**src/rtl/clk_repl_pkg.sv**
```systemverilog
package clk_repl_pkg;

    typedef enum logic [1:0] {
        PH_IDLE  = 2'd0,
        PH_PROBE = 2'd1,
        PH_SWEEP = 2'd2
    } scan_phase_e;

endpackage

```
**src/rtl/frame_flags.sv**
```systemverilog
module frame_flags #(
    parameter int NUM_FRAMES = 16,
    parameter int IDX_W      = $clog2(NUM_FRAMES)
) (
    input  logic                  clk,
    input  logic                  rst_n,
    input  logic                  ref_valid,
    input  logic [IDX_W-1:0]      ref_idx,
    input  logic                  ref_write,
    input  logic                  install_valid,
    input  logic [IDX_W-1:0]      install_idx,
    input  logic                  clear_en,
    input  logic [IDX_W-1:0]      clear_idx,
    output logic [NUM_FRAMES-1:0] use_o,
    output logic [NUM_FRAMES-1:0] dirty_o
);

    logic [NUM_FRAMES-1:0] use_d, use_q;
    logic [NUM_FRAMES-1:0] dirty_d, dirty_q;

    // Per-frame next state: clears first, reference set last so it wins.
    for (genvar g = 0; g < NUM_FRAMES; g++) begin : g_frame
        logic hit_ref, hit_inst, hit_clr;
        assign hit_ref  = ref_valid     && (ref_idx     == IDX_W'(g));
        assign hit_inst = install_valid && (install_idx == IDX_W'(g));
        assign hit_clr  = clear_en      && (clear_idx   == IDX_W'(g));

        always_comb begin
            use_d[g]   = use_q[g];
            dirty_d[g] = dirty_q[g];
            if (hit_inst) begin
                use_d[g]   = 1'b0;
                dirty_d[g] = 1'b0;
            end
            if (hit_clr) begin
                use_d[g] = 1'b0;
            end
            if (hit_ref) begin
                use_d[g] = 1'b1;
                if (ref_write) begin
                    dirty_d[g] = 1'b1;
                end
            end
        end
    end

    always_ff @(posedge clk or negedge rst_n) begin
        if (!rst_n) begin
            use_q   <= '0;
            dirty_q <= '0;
        end else begin
            use_q   <= use_d;
            dirty_q <= dirty_d;
        end
    end

    assign use_o   = use_q;
    assign dirty_o = dirty_q;

    p_ref_sets_use_r1: assert property (@(posedge clk) disable iff (!rst_n)
        $past(rst_n) && $past(ref_valid) |-> use_q[$past(ref_idx)]);

    p_write_sets_dirty_r1: assert property (@(posedge clk) disable iff (!rst_n)
        $past(rst_n) && $past(ref_valid) && $past(ref_write) |-> dirty_q[$past(ref_idx)]);

    p_install_clears_r2: assert property (@(posedge clk) disable iff (!rst_n)
        $past(rst_n) && $past(install_valid)
        && !($past(ref_valid) && ($past(ref_idx) == $past(install_idx)))
        |-> !use_q[$past(install_idx)] && !dirty_q[$past(install_idx)]);

    p_set_beats_clear_r7: assert property (@(posedge clk) disable iff (!rst_n)
        $past(rst_n) && $past(clear_en) && $past(ref_valid)
        && ($past(ref_idx) == $past(clear_idx))
        |-> use_q[$past(clear_idx)]);

endmodule

```
**src/rtl/victim_scanner.sv**
```systemverilog
module victim_scanner
    import clk_repl_pkg::*;
#(
    parameter int NUM_FRAMES = 16,
    parameter int IDX_W      = $clog2(NUM_FRAMES)
) (
    input  logic                  clk,
    input  logic                  rst_n,
    input  logic                  req,
    input  logic [NUM_FRAMES-1:0] use_i,
    input  logic [NUM_FRAMES-1:0] dirty_i,
    output logic                  clear_en,
    output logic [IDX_W-1:0]      clear_idx,
    output scan_phase_e           phase_o,
    output logic                  busy,
    output logic                  victim_valid,
    output logic [IDX_W-1:0]      victim_idx,
    output logic                  victim_dirty
);

    localparam logic [IDX_W-1:0] LAST_IDX = IDX_W'(NUM_FRAMES - 1);

    typedef struct packed {
        scan_phase_e      phase;
        logic [IDX_W-1:0] hand;
        logic [IDX_W-1:0] step;
        logic             vld;
        logic [IDX_W-1:0] vidx;
        logic             vdirty;
    } scan_t;

    scan_t s_d, s_q;

    function automatic logic [IDX_W-1:0] ring_next(input logic [IDX_W-1:0] p);
        return (p == LAST_IDX) ? '0 : p + 1'b1;
    endfunction

    function automatic logic [IDX_W-1:0] ring_add(input logic [IDX_W-1:0] a,
                                                  input logic [IDX_W-1:0] b);
        logic [IDX_W:0] sum;
        sum = {1'b0, a} + {1'b0, b};
        if (sum >= (IDX_W+1)'(NUM_FRAMES)) begin
            sum = sum - (IDX_W+1)'(NUM_FRAMES);
        end
        return sum[IDX_W-1:0];
    endfunction

    logic [IDX_W-1:0] probe_idx;
    assign probe_idx = ring_add(s_q.hand, s_q.step);

    always_comb begin
        s_d       = s_q;
        s_d.vld   = 1'b0;
        clear_en  = 1'b0;
        clear_idx = s_q.hand;
        unique case (s_q.phase)
            PH_IDLE: begin
                if (req) begin
                    s_d.phase = PH_PROBE;
                    s_d.step  = '0;
                end
            end
            PH_PROBE: begin
                if (!use_i[probe_idx] && !dirty_i[probe_idx]) begin
                    s_d.phase  = PH_IDLE;
                    s_d.vld    = 1'b1;
                    s_d.vidx   = probe_idx;
                    s_d.vdirty = 1'b0;
                    s_d.hand   = ring_next(probe_idx);
                end else if (s_q.step == LAST_IDX) begin
                    s_d.phase = PH_SWEEP;
                    s_d.step  = '0;
                end else begin
                    s_d.step = s_q.step + 1'b1;
                end
            end
            PH_SWEEP: begin
                if (!use_i[s_q.hand]) begin
                    s_d.phase  = PH_IDLE;
                    s_d.vld    = 1'b1;
                    s_d.vidx   = s_q.hand;
                    s_d.vdirty = dirty_i[s_q.hand];
                    s_d.hand   = ring_next(s_q.hand);
                end else begin
                    clear_en = 1'b1;
                    s_d.hand = ring_next(s_q.hand);
                end
            end
            default: begin
                s_d.phase = PH_IDLE;
            end
        endcase
    end

    always_ff @(posedge clk or negedge rst_n) begin
        if (!rst_n) begin
            s_q <= '0;
        end else begin
            s_q <= s_d;
        end
    end

    assign phase_o      = s_q.phase;
    assign busy         = (s_q.phase != PH_IDLE);
    assign victim_valid = s_q.vld;
    assign victim_idx   = s_q.vidx;
    assign victim_dirty = s_q.vdirty;

    p_leave_only_with_victim_r3: assert property (@(posedge clk) disable iff (!rst_n)
        (s_q.phase != PH_IDLE) |=> (s_q.phase != PH_IDLE) || s_q.vld);

    p_hand_after_victim_r6: assert property (@(posedge clk) disable iff (!rst_n)
        s_q.vld |-> s_q.hand == ring_next(s_q.vidx));

    p_probe_keeps_hand_r4: assert property (@(posedge clk) disable iff (!rst_n)
        (s_q.phase == PH_PROBE) |=> s_q.vld || (s_q.hand == $past(s_q.hand)));

endmodule

```
**src/rtl/clock_victim_sel.sv**
```systemverilog
module clock_victim_sel
    import clk_repl_pkg::*;
#(
    parameter int NUM_FRAMES = 16,
    parameter int IDX_W      = $clog2(NUM_FRAMES)
) (
    input  logic             clk,
    input  logic             rst_n,
    input  logic             ref_valid,
    input  logic [IDX_W-1:0] ref_idx,
    input  logic             ref_write,
    input  logic             install_valid,
    input  logic [IDX_W-1:0] install_idx,
    input  logic             repl_req,
    output logic             busy,
    output logic             victim_valid,
    output logic [IDX_W-1:0] victim_idx,
    output logic             victim_dirty
);

    logic [NUM_FRAMES-1:0] use_vec;
    logic [NUM_FRAMES-1:0] dirty_vec;
    logic                  clr_en;
    logic [IDX_W-1:0]      clr_idx;
    scan_phase_e           scan_phase;

    frame_flags #(
        .NUM_FRAMES(NUM_FRAMES),
        .IDX_W     (IDX_W)
    ) u_flags (
        .clk          (clk),
        .rst_n        (rst_n),
        .ref_valid    (ref_valid),
        .ref_idx      (ref_idx),
        .ref_write    (ref_write),
        .install_valid(install_valid),
        .install_idx  (install_idx),
        .clear_en     (clr_en),
        .clear_idx    (clr_idx),
        .use_o        (use_vec),
        .dirty_o      (dirty_vec)
    );

    victim_scanner #(
        .NUM_FRAMES(NUM_FRAMES),
        .IDX_W     (IDX_W)
    ) u_scan (
        .clk         (clk),
        .rst_n       (rst_n),
        .req         (repl_req),
        .use_i       (use_vec),
        .dirty_i     (dirty_vec),
        .clear_en    (clr_en),
        .clear_idx   (clr_idx),
        .phase_o     (scan_phase),
        .busy        (busy),
        .victim_valid(victim_valid),
        .victim_idx  (victim_idx),
        .victim_dirty(victim_dirty)
    );

    // First pass never drops a used flag unless an install does it.
    p_probe_no_clear_r4: assert property (@(posedge clk) disable iff (!rst_n)
        (scan_phase == PH_PROBE) && !install_valid |=> &(use_vec | ~$past(use_vec)));

    p_victim_not_busy_r3: assert property (@(posedge clk) disable iff (!rst_n)
        victim_valid |-> !busy);

endmodule

```
**config.mk**
```make
export PLATFORM = sky130hd
export DESIGN_NAME = clock_victim_sel
export DESIGN_NICKNAME = d
export VERILOG_FILES = /design/src/rtl/clk_repl_pkg.sv /design/src/rtl/frame_flags.sv /design/src/rtl/victim_scanner.sv /design/src/rtl/clock_victim_sel.sv
export SDC_FILE = /design/constraint.sdc
export NUM_CORES = 1
export LEC_CHECK = 0
export CAP_MARGIN = 20
export CORE_ASPECT_RATIO = 0.9
export CORE_MARGIN = 5
export CORE_UTILIZATION = 30
export DETAILED_ROUTE_END_ITERATION = 8
export PLACE_DENSITY = 0.48
export RECOVER_POWER = 25
export SYNTH_ARGS = -nofsm -noshare
export SYNTH_HDL_FRONTEND = slang
export SYNTH_SLANG_ARGS = --single-unit
```
**constraint.sdc**
```tcl
create_clock -name clk -period 3 [get_ports clk]
set_input_delay 0.45 -clock clk [delete_from_list [all_inputs] [get_ports clk]]
set_output_delay 0.45 -clock clk [all_outputs]
set_load 0.02 [all_outputs]
```
After elaboration in Yosys (flattened, before gate mapping)
Index checks and enable logic that the tools add are counted.

storage, ports and cells
  flip-flop bits (word level) = 48
  output and inout port bits = 7
  logic and storage cells = 286

operators by class
  add/subtract/negate cells = 5
  magnitude comparators = 3
  eq/ne operators = 54
  mux-type cells = 123
  reductions and logical operators = 78

operators by type and width
  kind                                                number
  == test 4 bit, second input constant                26
  two-way mux 1 bit                                   102
  logical AND 1 bit                                   49
  == test 4 x 3 -> 1 bit, second input constant       12
  nonzero test 3 bit                                  16
  two-way mux 4 bit                                   7
  == test 4 x 2 -> 1 bit, second input constant       6
  binary-select mux 1 bit (select 4 bit)              4
  case mux 4 bit (2 select lines)                     2
  adder 4 x 1 -> 4 bit, second input constant         3
  == test 4 x 1 -> 1 bit, second input constant       3
  logical NOT 4 bit                                   3
  two-way mux 6 bit                                   2
  case mux 6 bit (2 select lines)                     1
  < comparator 4 x 5 -> 1 bit, second input constant  2
  AND reduction 3 bit                                 3
  two-way mux 2 bit                                   4
  != test 2 bit, second input constant                3
  case mux 2 bit (3 select lines)                     1
  nonzero test 2 bit                                  3
  adder 4 x 4 -> 5 bit                                1
  >= comparator 5 bit, second input constant          1
  subtractor 4 x 1 -> 4 bit, second input constant    1
  != test 3 x 1 -> 1 bit, second input constant       1
  6 further kinds                                     7

Depth between registers and ports, before layout
Gate-level depths: netlist of run 1.

  depth in word-level cells = 9
  mapped depth = 10

Modules after synthesis
From an unflattened synthesis of run 1, not the netlist that was laid out.

second synthesis, totals
  cells, all modules = 316
  area total of the unflattened synthesis = 3223.1 µm²

by module, submodules not included
  module          instances  cells each  area an instance (µm²)
  victim_scanner  1          184         1750.4
  frame_flags     1          132         1472.7

Least setup slack after synthesis of run 1
OpenSTA, ideal clock, no wires.

  path kind = reg-to-reg
  start = register u_scan.s_q, in the netlist u_scan.clear_idx[1]
  end = register u_scan.s_q, in the netlist u_scan.phase_o[0]
  data arrival time = 3.001 ns
  required time = 2.875 ns
  setup slack = -0.126 ns
  cell stages (with the launch flop) = 11
  path buffers = 2
  clock period less this slack = 3.126 ns
  path through = dfrtp_1 -> buf_4 -> buf_4 -> inv_1 -> fa_1 -> inv_1 -> a2111oi_0 -> nor4_2 -> mux2_4 -> o31ai_1 -> mux2_2

on the way
  cells in the longest elaborated chain, start to end = 9

RTL lines
  what                                                                              line                                        source
  start: declaration                                                                victim_scanner.sv:32                        scan_t s_d, s_q;
  start signal: assignment                                                          victim_scanner.sv:97                        s_q <= '0;
  start signal: assignment                                                          victim_scanner.sv:99                        s_q <= s_d;
  adder 4 x 4 -> 5 bit                                                              victim_scanner.sv:41                        sum = {1'b0, a} + {1'b0, b};
  subtractor 4 x 1 -> 4 bit or >= comparator 5 bit (tied branches)                  victim_scanner.sv:43, victim_scanner.sv:42
  two-way mux 4 bit                                                                 victim_scanner.sv:42                        if (sum >= (IDX_W+1)'(NUM_FRAMES)) begin
  binary-select mux 1 bit (select 4 bit)                                            victim_scanner.sv:64                        if (!use_i[probe_idx] && !dirty_i[probe_idx]) begin
  two-way mux 1 bit (implied by the code)                                           victim_scanner.sv:64
  logical NOT 1 bit                                                                 victim_scanner.sv:64
  logical AND 1 bit                                                                 victim_scanner.sv:64
  != test 3 x 1 -> 1 bit (no line) or two-way mux 2 bit (tied branches)             n/a
  AND reduction 3 bit (no line) or case mux 2 bit (3 select lines) (tied branches)  n/a

Several ways; a longest one is shown, not always the timed one. The select of a mux whose other input is x is not followed.
A chain may end at the register's enable or synchronous reset.

Worst setup path after layout of run 1
  start = register u_scan.s_q, in the netlist u_scan.clear_idx[0]
  end = register u_scan.s_q, in the netlist u_scan.victim_idx[2]

on the way
  cells in the longest elaborated chain, start to end = 9

RTL lines
  what                                                              line
  adder 4 x 4 -> 5 bit                                              victim_scanner.sv:41
  subtractor 4 x 1 -> 4 bit or >= comparator 5 bit (tied branches)  victim_scanner.sv:43, victim_scanner.sv:42
  two-way mux 4 bit                                                 victim_scanner.sv:42
  binary-select mux 1 bit (select 4 bit)                            victim_scanner.sv:64
  two-way mux 1 bit (implied by the code)                           victim_scanner.sv:64
  logical NOT 1 bit                                                 victim_scanner.sv:64
  logical AND 1 bit                                                 victim_scanner.sv:64
  != test 2 x 1 -> 1 bit (no line)                                  n/a
  AND reduction 3 bit (no line)                                     n/a

Several ways; a longest one is shown, not always the timed one. The select of a mux whose other input is x is not followed.

==> results summary, run 1 <==
The final total negative setup slack came out at 0 ns. The worst-case hold slack is 0.4845 ns. The clock tree root driver cell is sky130_fd_sc_hd__clkbuf_16. The relative area change from synthesis to final layout is 19.71%.

The aggregate global-route resource usage came out at 15.30%. The multiplexer share of the synthesized area came out at 12.62%. The HPWL after detailed placement came out at 7.110 mm.

The minimum setup slack in the final design came out at 0.1393 ns. The post-route netlist has 14.91% of its cells at a drive strength greater than 1. The count of final max-slew check failures came out at 0. Of the synthesized area, sequential elements account for 38.69%. The final total power is 4.302 mW.

Setup repair after global routing could not meet its margin everywhere. The via count came out at 2632. The count of TritonRoute iterations in the first routing pass is 5. The floorplan die area came out at 12480 um2. The worst setup path is captured at a register. In the synthesized netlist the dominant register cell turns out to be sky130_fd_sc_hd__dfrtp_1. The power share of the sequential group came out at 22.8%. The global-route congestion overflow total came out at 0.

In the routed design, unresolved DRC markers number 0. The largest net degree at the start of global routing came out at 27. The post-synthesis compound-gate area fraction came out at 18.90%.

Internal power comes to 2.384 mW. The via density per instance is 5.588. The net switching power figure is 1.918 mW. The number of unique standard cell types used by synthesis is 51. The period utilization came out at 95.36%. The pre-CTS setup slack came out at 0.1266 ns. Clock-pin slew was measured on the worst setup and hold paths at 0.07 ns. The share of total power in the clock network is 12.9%. Of the total synthesized cell area, the portion taken by AND, OR, NAND and NOR gates is 18.10%. The area share of fa/ha/maj cells after synthesis is 5.885%. The net count after synthesis came out at 341. Tracing the worst setup path back leads to its startpoint at u_scan.clear_idx[0]$_DFFE_PN0P_.

The worst setup path category is register to register. Summing the areas of all xor and xnor instances in the mapped netlist gives 1.653% of the synthesized area. At the end of routability-driven placement, the weighted congestion stood at 0.8482. The initial antenna violation count is 0. The worst register-to-register path begins at u_scan.clear_idx[0]$_DFFE_PN0P_. After the last flow step, the layout net total stands at 369. The final wirelength is 8.973 mm.

Each instance of the synthesized netlist takes up on average 9.918 um2. The die height is 106.5 um. The async set-reset flop share out of synthesis came out at 100.0%. The via count of the first global-routing pass came out at 2642. The wire length per cell after detailed routing is 19.05 um. The iteration-0 DRC count of the detailed router came out at 210. The count of inserted antenna diode cells is 0. The count of max-cap constraint violations came out at 0.

The number of fillers in the final layout came out at 1023. The proportion of total power due to net switching is 44.58%. The run finished with clean final reports. Setup violations remaining at the end of the flow were counted as 0.

Measured along the x axis, the die boundary spans 117.2 um. After synthesis, the largest family of logic cells by area is compound AO/OA/AOI/OAI gates. The number of buffers inserted by port buffering is 20.

During I/O placement, the number of pins put on the boundary was 21. Counting every sink on the clock net gives 48. The cell area after layout came out at 3716 um2.

The post-synthesis cell count came out at 313. The achievable frequency came out at 349.6 MHz. The final period demand of the worst path is 2.861 ns. The clock network latency to the later pin of the worst-skew pair came out at 0.29 ns. The standard-cell row count came out at 35. The total core area came out at 10160 um2. The worst-case IR drop observed on VDD is 0.5499 mV. The number of warnings reported in the yosys synthesis log came out at 0. The flip-flop and latch count after synthesis is 48.

The largest fanout on the critical path is 7. In this run the remaining antenna-violating nets after routing total 0. The class of the tightest hold or removal check is primary input to asynchronous set/reset pin. The required time of the critical path is 3.23 ns.

The number of hold violations in the final report is 0. The signal arrival time at the worst endpoint is 3.09 ns. The netlist area before placement came out at 3104 um2.

The number of buffers on the longest clock path came out at 2. Power spread over the standard cell area amounts to 1158 nW/um2. The first global-routing pass estimated 14.75 mm of wire. The total CTS buffers is 5.

The tightest slew margin relative to the limit came out at 4.929%. The setup skew after layout came out at 0.004984 ns. In this run the static leakage power is 1.468 nW. The post-CTS setup-driven buffer insertion count came out at 0. The slew at the pin closest to its max-slew limit came out at 1.426 ns.

The TritonCTS clock tree is done. The worst setup path is launched from a register. The number of buffers inserted by hold repair at cts came out at 0. The placed standard-cell area came out at 3540 um2. Per report_power, the combinational group accounts for 64.3% of the total. The H-tree was split into 2 levels. The starting utilization of the core area came out at 30.55%. The number of enable flip-flop cells after synthesis came out at 0.
[path summary, 6_finish.rpt]
check / end / slack (ns) / depth (start not counted)
setup reg to reg: u_scan.victim_idx[2]$_DFFE_PN0P_ / 0.14 / 10
hold reg to reg: u_scan.victim_idx[3]$_DFFE_PN0P_ / 0.51 / 1
min in group clk: u_scan.victim_idx[3]$_DFFE_PN0P_ / 0.51 / 1
setup / recovery: u_scan.victim_idx[2]$_DFFE_PN0P_ / 0.14 / 10
hold / removal: u_flags.dirty_o[12]$_DFF_PN0_ / 0.48 / 1
max in group asynchronous: u_scan.phase_o[1]$_DFFE_PN0P_ / 1.36 / 2
[registers in the layout, summed over array words and instances, names as in the netlist]
name and flops:
u_flags.dirty_o 16, u_flags.use_o 16, u_scan.clear_idx 4, u_scan.phase_o 2
u_scan.s_q 4, u_scan.victim_dirty 1, u_scan.victim_idx 4, u_scan.victim_valid 1
[placed cells by master, fill, tap and decap left out, types with 2 or more instances in the layout]
cell                              Yosys  final
sky130_fd_sc_hd__a21oi_1             11     11
sky130_fd_sc_hd__nor2_1              15     15
sky130_fd_sc_hd__and2_1               5      5
sky130_fd_sc_hd__nor3b_1              2      2
sky130_fd_sc_hd__xnor2_1              3      2
sky130_fd_sc_hd__buf_4                7     13
sky130_fd_sc_hd__nor2b_1              6      6
sky130_fd_sc_hd__dfrtp_1             48     48
sky130_fd_sc_hd__and3b_1              2      2
sky130_fd_sc_hd__and3_1               3      3
sky130_fd_sc_hd__clkbuf_1             4      3
sky130_fd_sc_hd__o21ai_0             17     17
sky130_fd_sc_hd__clkdlybuf4s50_1      0     19
sky130_fd_sc_hd__nand2b_1             3      3
sky130_fd_sc_hd__a2111oi_1            1      3
sky130_fd_sc_hd__nor4_1               2      2
sky130_fd_sc_hd__inv_1               14     13
sky130_fd_sc_hd__nor4_2               2      2
sky130_fd_sc_hd__clkbuf_16            0      5
sky130_fd_sc_hd__a32o_1              23     23
sky130_fd_sc_hd__mux2_2               5      5
sky130_fd_sc_hd__ha_1                13     13
sky130_fd_sc_hd__o31ai_1              3      3
sky130_fd_sc_hd__nand2_1             50     50
sky130_fd_sc_hd__mux4_2               7      7
sky130_fd_sc_hd__nand3_1             13     13
sky130_fd_sc_hd__nor3_1               9      8
sky130_fd_sc_hd__mux2i_1             14     14
sky130_fd_sc_hd__a2111oi_2            0      4
[critical path: stages (launching register included)]
cell,delay (ns)
sky130_fd_sc_hd__dfrtp_1,0.39
sky130_fd_sc_hd__ha_1,0.22
sky130_fd_sc_hd__inv_1,0.07
sky130_fd_sc_hd__fa_2,0.51
sky130_fd_sc_hd__inv_4,0.16
sky130_fd_sc_hd__a2111oi_4,0.06
sky130_fd_sc_hd__nor4_2,0.49
sky130_fd_sc_hd__mux2i_4,0.17
sky130_fd_sc_hd__buf_4,0.20
sky130_fd_sc_hd__o31ai_1,0.31
sky130_fd_sc_hd__mux2_2,0.22
[what timing repair did]
action	CTS	global route
endpoints found under the hold margin	0	0
gates resized for setup	0	5
setup endpoints to repair	0	6
[metrics by stage]
stage / utilization, % / std cells
after floorplan: - / 313
after global placement: 34.84 / 463
after detailed placement: 34.84 / 463
after CTS: 36.27 / 471
after global routing: 36.58 / 471
final: 36.58 / 471
[synth_stat cells, drive strengths merged (4+ instances only)]
library cell	number	area (um2)
o21ai	17	85.08
and2	5	31.28
nor2	15	56.30
dfrtp	48	1201
mux2i	15	162.7
mux2	6	71.31
mux4	7	157.7
a32o	23	230.2
nand2	50	187.7
buf	9	61.30
nor2b	6	37.54
inv	14	52.55
nor3	9	45.04
nand3	13	65.06
ha	13	162.7
nor4	4	37.53
a21oi	12	71.32
a2111oi	8	71.32
clkbuf	4	15.01
[routing by layer]
metal	global-route usage, %	share of wire, %	routed length, um
met1	22.25	47	4219
met2	23.26	47	4213
met3	2.618	4.4	398
met4	4.177	1.6	142
met5	0	0	0
[power by group through the flow]
stage	clock network [mW]	logic, mW	registers, mW
3_5_place_dp	0	2.68	0.991
4_1_cts	0.574	2.69	0.978
3_3_place_gp	0	2.69	0.990
6_report	0.556	2.76	0.981
2_1_floorplan	0	2.00	0.937
5_1_grt	0.600	3.00	1.00
[area by class of cell]
class / count / area (um2) / share of cell area [%]
Inverter: 14 / 55.05 / 1.481
Tap cell: 129 / 161.4 / 4.343
Sequential cell: 48 / 1201 / 32.32
Timing Repair Buffer: 34 / 295.3 / 7.946
Clock buffer: 6 / 128.9 / 3.468
Multi-Input combinational cell: 238 / 1858 / 50.00
Clock inverter: 2 / 16.27 / 0.4377
[cells by family (layout without fill, tap and decap cells)]
| group | after synthesis | in the layout |
|---|---|---|
| adder cells (fa/ha/maj) | 14 | 14 |
| buffers and inverters | 27 | 56 |
| XOR/XNOR | 5 | 5 |
| AND/OR/NAND/NOR | 116 | 116 |
| flip-flops | 48 | 48 |
| AO/OA/AOI/OAI | 75 | 75 |
| multiplexers | 28 | 28 |
No activity file was read; power rests on OpenSTA's default activity.
==> run 2, diff against run 1 <==
- ABC_AREA: not set -> 1
==> results summary, run 2 <==
The most used flip-flop cell after synthesis is sky130_fd_sc_hd__dfrtp_1. The tightest slew margin relative to the limit is 16.16% (+11 points). The via count of the first global-routing pass is 3086 (+17%). The I/O pin count was 21 (unchanged). The total number of nets in the final design came out at 519 (+41%).

In the layout the commonest cells are sky130_fd_sc_hd__nand2_1 (164), sky130_fd_sc_hd__nand3_1 (60), sky130_fd_sc_hd__inv_1 (48), sky130_fd_sc_hd__dfrtp_1 (48), sky130_fd_sc_hd__o21ai_0 (28). The post-synthesis compound-gate area fraction came to 8.762% (-10 points). After synthesis, the largest family of logic cells by area is simple AND/OR/NAND/NOR gates.

The wire length per cell after detailed routing is 14.90 um (-22%). STA classifies the critical path startpoint as a register. The amount of wire on met3 after detailed routing came to 289 um (-27%). The simple-gate portion of the synthesized area came out at 38.36% (+20 points). The slew at the pin closest to its max-slew limit came out at 1.258 ns (-0.1685 ns). The worst hold path belongs to the class primary input to asynchronous set/reset pin. The floorplan die area is 13040 um2 (+4.4%). The period utilization came out at 79.81% (-16 points). The count of TritonRoute iterations in the first routing pass is 4 (-1). The count of inserted antenna diode cells came out at 0 (unchanged). The final total negative setup slack is 0 ns (unchanged). The initial antenna violation count is 0 (unchanged). The fraction of final layout cells sized beyond drive strength 1 is 6.707% (-8.2 points). The xor and xnor fraction of the mapped netlist area is 0.5380% (-1.1 points). The cell leakage power came out at 1.867 nW (+27%). The standard-cell row count is 36 (+2.9%).

The die height came to 108.8 um (+2.2%). The number of warnings reported in the yosys synthesis log came out at 0 (unchanged). The final standard cell utilization of the core came out at 34.83% (-1.7 points). The number of unique standard cell types used by synthesis is 28 (-45%).

The setup skew after layout was 0.008774 ns (+0.003790 ns). The number of buffers inserted by port buffering is 20 (unchanged). The via density per instance is 4.846 (-13%). The met1 routed wirelength after detailed routing is 4.698 mm (+11%).

The net count after synthesis came out at 502 (+47%). The share of the synthesized area in the top cell type is 36.89% (-1.8 points). The total core area is 10720 um2 (+5.5%). The minimum setup slack in the final design is 0.6057 ns (+0.4663 ns).

The signal arrival time at the worst endpoint came to 2.61 ns (-0.48 ns). The number of fillers in the final layout came out at 1161 (+13%). The number of buffers on the longest clock path came out at 2 (unchanged). The met2 wire length is 4.184 mm (-0.69%). The achievable frequency came out at 417.7 MHz (+19%). The number of remaining DRC errors is 0 (unchanged). The required time of the critical path came out at 3.21 ns (-0.02 ns). The worst setup path is captured at a register. Compared with the post-synthesis result, the final layout area differs by 14.68%. The wire length of the first global-routing pass was 15.77 mm (+7.0%).

The part of the Yosys area used for sequential elements is 36.89% (-1.8 points). Sorting the synthesized cells by area gives the leading types as sky130_fd_sc_hd__dfrtp_1 (37%), sky130_fd_sc_hd__nand2_1 (19%), sky130_fd_sc_hd__nand3_1 (9.2%). The sink count of the clock tree was 48 (unchanged).

The most common cell after layout, fill and taps aside is sky130_fd_sc_hd__nand2_1. The final-report setup violation count is 0 (unchanged). The HPWL after detailed placement came to 7.320 mm (+3.0%). The netlist area before placement was 3256 um2 (+4.9%). The pre-CTS setup slack is 0.6227 ns (+0.4961 ns).

The peak supply drop came out at 0.3614 mV (-34%). The final total power came out at 3.728 mW (-13%). The power density normalized to cell area came out at 998.6 nW/um2 (-14%).

The starting utilization of the core area came out at 30.37% (-0.19 points). The number of buffers inserted by hold repair at cts came to 0 (unchanged). The iteration-0 DRC count of the detailed router is 167 (-20%). The number of instances resized during post-cts repair is 0 (unchanged). The number of nets with antenna violations after routing is 0 (unchanged).

The final period demand of the worst path came out at 2.394 ns (-0.4663 ns). The clock network latency to the later pin of the worst-skew pair was 0.29 ns (about the same). The largest net degree at the start of global routing came to 29 (+7.4%). The final wirelength came out at 9.312 mm (+3.8%). The overall die width came to 119.8 um (+2.2%). The via count is 3029 (+15%). The area of all sequential standard cells is 1201 um2 (unchanged). The count of max-cap constraint violations is 0 (unchanged).

Ranked by instance count, the synthesized netlist is headed by sky130_fd_sc_hd__nand2_1 (164), sky130_fd_sc_hd__nand3_1 (60), sky130_fd_sc_hd__dfrtp_1 (48), sky130_fd_sc_hd__inv_1 (48), sky130_fd_sc_hd__o21ai_0 (28). The number of hold violations in the final report came out at 0 (unchanged). The aggregate global-route resource usage is 15.36% (+0.062 points). The post-synthesis cell count was 474 (+51%).

The count of final max-slew check failures is 0 (unchanged). The multiplexer share of the synthesized area is 0% (-13 points). The number of enable flip-flop cells after synthesis is 0 (unchanged).

The total CTS buffers was 5 (unchanged). TritonCTS built the clock tree. The largest fanout on the critical path is 8 (+1). The post-CTS setup-driven buffer insertion count came to 0 (unchanged).

The slack of the worst reg-to-reg path is 0.61 ns (+0.47 ns). The async set-reset flop share out of synthesis is 100.0% (unchanged). The global-route congestion overflow total came out at 0 (unchanged). The placer congestion estimate came out at 0.7999 (-5.7%). The placed standard-cell area was 3557 um2 (+0.49%). The area share of fa/ha/maj cells after synthesis was 5.611% (-0.27 points). Setup repair after global routing left no endpoint under its margin.

The deepest level of the CTS H-tree is 2 (unchanged). The cell area after layout was 3734 um2 (+0.47%). Clock tree synthesis selected as its root buffer the cell sky130_fd_sc_hd__clkbuf_16. The post-CTS clock slew at the launch and capture registers of the worst setup and hold paths came out at 0.06 ns (about the same).

The area of the multi-input gates came out at 1734 um2 (-6.7%). The mean post-synth cell area came out at 6.868 um2 (-31%). The run finished with clean final reports. The highest metal layer carrying signal wires in the routed design is met4. The cell accounting for the most synthesized area is sky130_fd_sc_hd__dfrtp_1.

The worst setup path category is register to register. The leading cell type by number of instances after synthesis is sky130_fd_sc_hd__nand2_1. The flip-flop and latch count after synthesis came out at 48 (unchanged).
## run 2: cell count changes after synthesis, moves of 6 or more
cell	delta
sky130_fd_sc_hd__a2111oi_0	-7
sky130_fd_sc_hd__a32o_1	-23
sky130_fd_sc_hd__inv_1	+34
sky130_fd_sc_hd__inv_2	+10
sky130_fd_sc_hd__mux2i_1	-14
sky130_fd_sc_hd__mux4_2	-7
sky130_fd_sc_hd__nand2_1	+114
sky130_fd_sc_hd__nand3_1	+47
sky130_fd_sc_hd__nand3b_1	+10
sky130_fd_sc_hd__nor2_1	+12
sky130_fd_sc_hd__nor2b_1	-6
sky130_fd_sc_hd__o21ai_0	+11
sky130_fd_sc_hd__o21ai_1	+12
## run 2: layout make-up
type | instances | share of cell area (%)
clock buffer | 6 | 3.720
clock inverter | 2 | 1.039
inverter | 58 | 5.831
multi-input combinational | 354 | 46.45
sequential | 48 | 32.17
tap | 133 | 4.457
timing repair buffer | 24 | 6.334
## run 2: stage by stage
stage,cells,hold slack (ns)
2_1_floorplan,474,0.1544
3_5_place_dp,617,0.4660
6_report,625,0.4145
5_1_grt,625,0.5139
4_1_cts,625,0.1573
3_3_place_gp,616,0.4685
## run 2: worst max-delay path, stage by stage, from the launching register on
cell and delay, ns:
sky130_fd_sc_hd__dfrtp_1 0.42, sky130_fd_sc_hd__ha_1 0.20, sky130_fd_sc_hd__inv_1 0.06, sky130_fd_sc_hd__fa_1 0.63, sky130_fd_sc_hd__inv_2 0.11, sky130_fd_sc_hd__nand3_1 0.11
sky130_fd_sc_hd__nor2_1 0.05, sky130_fd_sc_hd__nor2_1 0.08, sky130_fd_sc_hd__nand3_1 0.15, sky130_fd_sc_hd__nand2_2 0.14, sky130_fd_sc_hd__nand2_1 0.09, sky130_fd_sc_hd__nand2_2 0.16
sky130_fd_sc_hd__nand2_1 0.07, sky130_fd_sc_hd__o21ai_1 0.07
## run 2: cells by family after synthesis
kind of cell / Yosys count
buf+inv: 72
simple gates: 284
xor+xnor: 2
fa+ha+maj: 14
compound gates: 54
flops: 48
## run 2: where the power goes
group	total [mW]	internal, mW	leakage [nW]	switching [mW]
clock	0.673	0.418	0.0871	0.255
sequential	0.955	0.815	0.606	0.140
combinational	2.10	0.707	1.17	1.39
total	3.73	1.94	1.87	1.79
## run 2: per-layer routing
metal	GRT usage, %	up-vias
met4	4.170	0
met1	21.63	1428
met2	24.76	42
met3	2.282	11
met5	0	-
li1	-	1548
## run 2: final timing paths
check	cells past startpoint	end	from
setup / recovery	13	u_scan.s_q[8]$_DFFE_PN0P_	u_scan.s_q[6]$_DFFE_PN0P_
hold / removal	1	u_scan.s_q[8]$_DFFE_PN0P_	rst_n
setup reg to reg	13	u_scan.s_q[8]$_DFFE_PN0P_	u_scan.s_q[6]$_DFFE_PN0P_
hold reg to reg	2	u_scan.victim_idx[1]$_DFFE_PN0P_	u_scan.victim_idx[1]$_DFFE_PN0P_
max in group asynchronous	2	u_flags.use_o[9]$_DFFE_PN0P_	rst_n
min in group clk	2	u_scan.victim_idx[1]$_DFFE_PN0P_	u_scan.victim_idx[1]$_DFFE_PN0P_
==> run 3, diff against run 2 <==
- PLACE_DENSITY: 0.48 -> 0.46
- clock period: 3 -> 2.5 ns (I/O delays scaled with it)
==> results summary, run 3 (synthesis gave the netlist of run 2 again) <==
The starting utilization of the core area came out at 30.37% (unchanged). The number of buffers on the longest clock path came to 2 (unchanged). The standard-cell row count was 36 (unchanged). The slew at the pin closest to its max-slew limit is 1.579 ns (+0.3218 ns). TritonCTS built the clock tree.

The proportion of total power due to net switching was 49.10% (+1.1 points). The kind of start point of the critical path is a register. The setup skew after layout is 0.006421 ns (-0.002353 ns).

The die height is 108.8 um (unchanged). The post-CTS clock slew at the launch and capture registers of the worst setup and hold paths is 0.07 ns (about the same). The largest fanout on the critical path was 8 (unchanged). The cell area after layout came out at 3811 um2 (+2.1%). The placed standard-cell area is 3635 um2 (+2.2%). The wire length of the first global-routing pass is 15.66 mm (-0.70%). The endpoint identified for the worst register-to-register timing path is u_scan.s_q[6]$_DFFE_PN0P_. The number of buffers inserted by hold repair at cts is 0 (unchanged).

On the critical path the largest part of the delay comes from simple AND/OR/NAND/NOR gates. The total core area came out at 10720 um2 (unchanged). The largest net degree at the start of global routing came out at 29 (unchanged). The final period demand of the worst path was 2.310 ns (-0.08450 ns). The share of total power in the clock network is 15.3% (-2.8 points). The number of nets with antenna violations after routing was 0 (unchanged). The iteration-0 DRC count of the detailed router was 221 (+32%).

The total CTS buffers came to 5 (unchanged). The global-route congestion overflow total is 0 (unchanged). The HPWL after detailed placement is 7.430 mm (+1.5%).

The tightest min-delay check is of the primary input to asynchronous set/reset pin type. The number of fillers in the final layout came out at 1170 (+0.78%). The net switching power figure is 2.213 mW (+24%). The power density normalized to cell area came out at 1183 nW/um2 (+18%). The count of inserted antenna diode cells came out at 0 (unchanged). The overall die width is 119.8 um (unchanged). The floorplan die area is 13040 um2 (unchanged). The global-route met3 utilization is 2.127% (-0.16 points). The met2 demand-to-capacity share in global routing is 23.67% (-1.1 points). The total number of nets in the final design came out at 533 (+2.7%). The required time of the critical path is 2.67 ns (-0.54 ns). The via density per instance is 4.845 (about the same). The fraction of final layout cells sized beyond drive strength 1 is 9.486% (+2.8 points). The tightest slew margin relative to the limit was -5.290% (-21 points). The met1 track utilization from global routing is 21.85% (+0.22 points). The achievable frequency is 432.9 MHz (+3.7%). The sink count of the clock tree came out at 48 (unchanged).

The via count is 3096 (+2.2%). The period utilization is 92.39% (+13 points). The clock network latency to the later pin of the worst-skew pair came to 0.29 ns (about the same). The count of TritonRoute iterations in the first routing pass came to 4 (unchanged).

The tree is rooted in a sky130_fd_sc_hd__clkbuf_16. The worst register-to-register path begins at u_scan.s_q[6]$_DFFE_PN0P_. The aggregate global-route resource usage is 15.23% (-0.13 points). The placer congestion estimate came out at 0.7910 (-1.1%). The number of hold violations in the final report came out at 0 (unchanged). The run finished, with violations left. The worst setup path category is register to register. The highest cell delay on the worst timing path was 0.47 ns (-0.16 ns). The slowest stage of the critical path belongs to the cell sky130_fd_sc_hd__fa_1. In the layout the commonest cells are sky130_fd_sc_hd__nand2_1 (163), sky130_fd_sc_hd__nand3_1 (59), sky130_fd_sc_hd__inv_1 (48), sky130_fd_sc_hd__dfrtp_1 (48), sky130_fd_sc_hd__o21ai_0 (28). The deepest level of the CTS H-tree is 2 (unchanged). The cell leakage power is 1.923 nW (+3.0%). The final reports fail on capacitance limit, slew limit. The final total power is 4.507 mW (+21%). The initial antenna violation count was 0 (unchanged). The wire length per cell after detailed routing was 14.87 um (-0.23%). The power share of the sequential group is 25.3% (-0.3 points).

The count of final max-slew check failures was 29 (+29). The count of max-cap constraint violations was 1 (+1). The via count of the first global-routing pass is 3029 (-1.8%). The count of buffering cells on the critical path with inverters included came out at 2 (unchanged). The signal arrival time at the worst endpoint is 2.48 ns (-0.13 ns). The final total negative setup slack came out at 0 ns (unchanged). The number of remaining DRC errors came to 0 (unchanged).

The number of cells on the worst reg-to-reg path is 13 (unchanged). The number of buffers inserted by port buffering came out at 20 (unchanged). The relative contribution of combinational cells to total power is 59.4% (+3.1 points).

The final wirelength came out at 9.499 mm (+2.0%). The slack of the worst reg-to-reg path is 0.19 ns (-0.42 ns). The most common cell after layout, fill and taps aside is sky130_fd_sc_hd__nand2_1. Setup repair after global routing could not meet its margin everywhere.

The minimum setup slack in the final design is 0.1902 ns (-0.4155 ns). The peak supply drop is 0.4024 mV (+11%). The total internal power is 2.294 mW (+18%). The global routing stage identified its most utilized layer as met2. The critical path goes through ha_1 > inv_1 > fa_1 > inv_2 > nand3_1 > nor2_1 > nor2_1 > nand3_1 > nand2_2 > nand2_1 > nand2_4 > nand2_1 > o21ai_1. The final-report setup violation count was 0 (unchanged). The I/O pin count is 21 (unchanged).

The pre-CTS setup slack is 0.1825 ns (-0.4402 ns). The relative area change from synthesis to final layout came out at 17.06%. The worst setup path is captured at a register.
## run 3: changes by cell type in the layout (fill, tap and decap cells not counted)
cell and delta:
sky130_fd_sc_hd__bufinv_16 -1, sky130_fd_sc_hd__nand3_1 -1, sky130_fd_sc_hd__clkbuf_1 +1, sky130_fd_sc_hd__nand3_2 +1
sky130_fd_sc_hd__clkinvlp_4 +1, sky130_fd_sc_hd__buf_12 -1, sky130_fd_sc_hd__nand2_4 +1, sky130_fd_sc_hd__nand2_1 -1
sky130_fd_sc_hd__clkinv_4 -1, sky130_fd_sc_hd__buf_4 +15
## run 3: what timing repair did
item                                    CTS  global route
buffers inserted                          0             2
gates resized for setup                   0             3
endpoints found under the setup margin    0            12
## run 3: area by class of cell
type,count,area (um2),area share [%]
inverter,58,217.7,5.712
tap,133,166.4,4.366
clock inverter,1,7.507,0.1970
timing repair buffer,38,329.1,8.634
clock buffer,7,142.6,3.743
sequential,48,1201,31.52
multi-input combinational,354,1747,45.83
## run 3: worst max-delay path by stage
| stage | start | to | cells past startpoint |
|---|---|---|---|
| floorplan | u_scan.clear_idx[0]$_DFFE_PN0P_ | u_scan.clear_idx[1]$_DFFE_PN0P_ | 13 |
| global placement | u_scan.s_q[6]$_DFFE_PN0P_ | u_scan.victim_dirty$_DFFE_PN0P_ | 14 |
| detailed placement | u_scan.s_q[6]$_DFFE_PN0P_ | u_scan.s_q[8]$_DFFE_PN0P_ | 17 |
| CTS | u_scan.s_q[6]$_DFFE_PN0P_ | u_scan.victim_dirty$_DFFE_PN0P_ | 12 |
| global route | u_scan.s_q[6]$_DFFE_PN0P_ | u_scan.victim_idx[0]$_DFFE_PN0P_ | 13 |
| finish | u_scan.s_q[6]$_DFFE_PN0P_ | u_scan.s_q[6]$_DFFE_PN0P_ | 13 |
## run 3: through the flow
step	std cells	hold WS, ns	utilization (%)
2_1_floorplan	474	0.07941	-
3_3_place_gp	629	0.4607	33.91
3_5_place_dp	629	0.4495	33.91
4_1_cts	637	0.1465	35.31
5_1_grt	639	0.5085	35.55
6_report	639	0.4786	35.55
## run 3: power groups by stage
stage	Clock (mW)	Combinational, mW	Sequential (mW)
final	0.691	2.68	1.14
after global placement	0	2.62	1.15
after global routing	0.738	3.02	1.16
after detailed placement	0	2.60	1.15
after floorplan	0	1.92	1.11
after CTS	0.708	2.61	1.14
## run 3: per-layer routing
layer / part of all wire, % / vias up / wire length [um]
li1: - / 1580 / -
met1: 51 / 1447 / 4887
met2: 44 / 57 / 4166
met3: 3.3 / 12 / 311
met4: 1.4 / 0 / 133
met5: 0 / - / 0
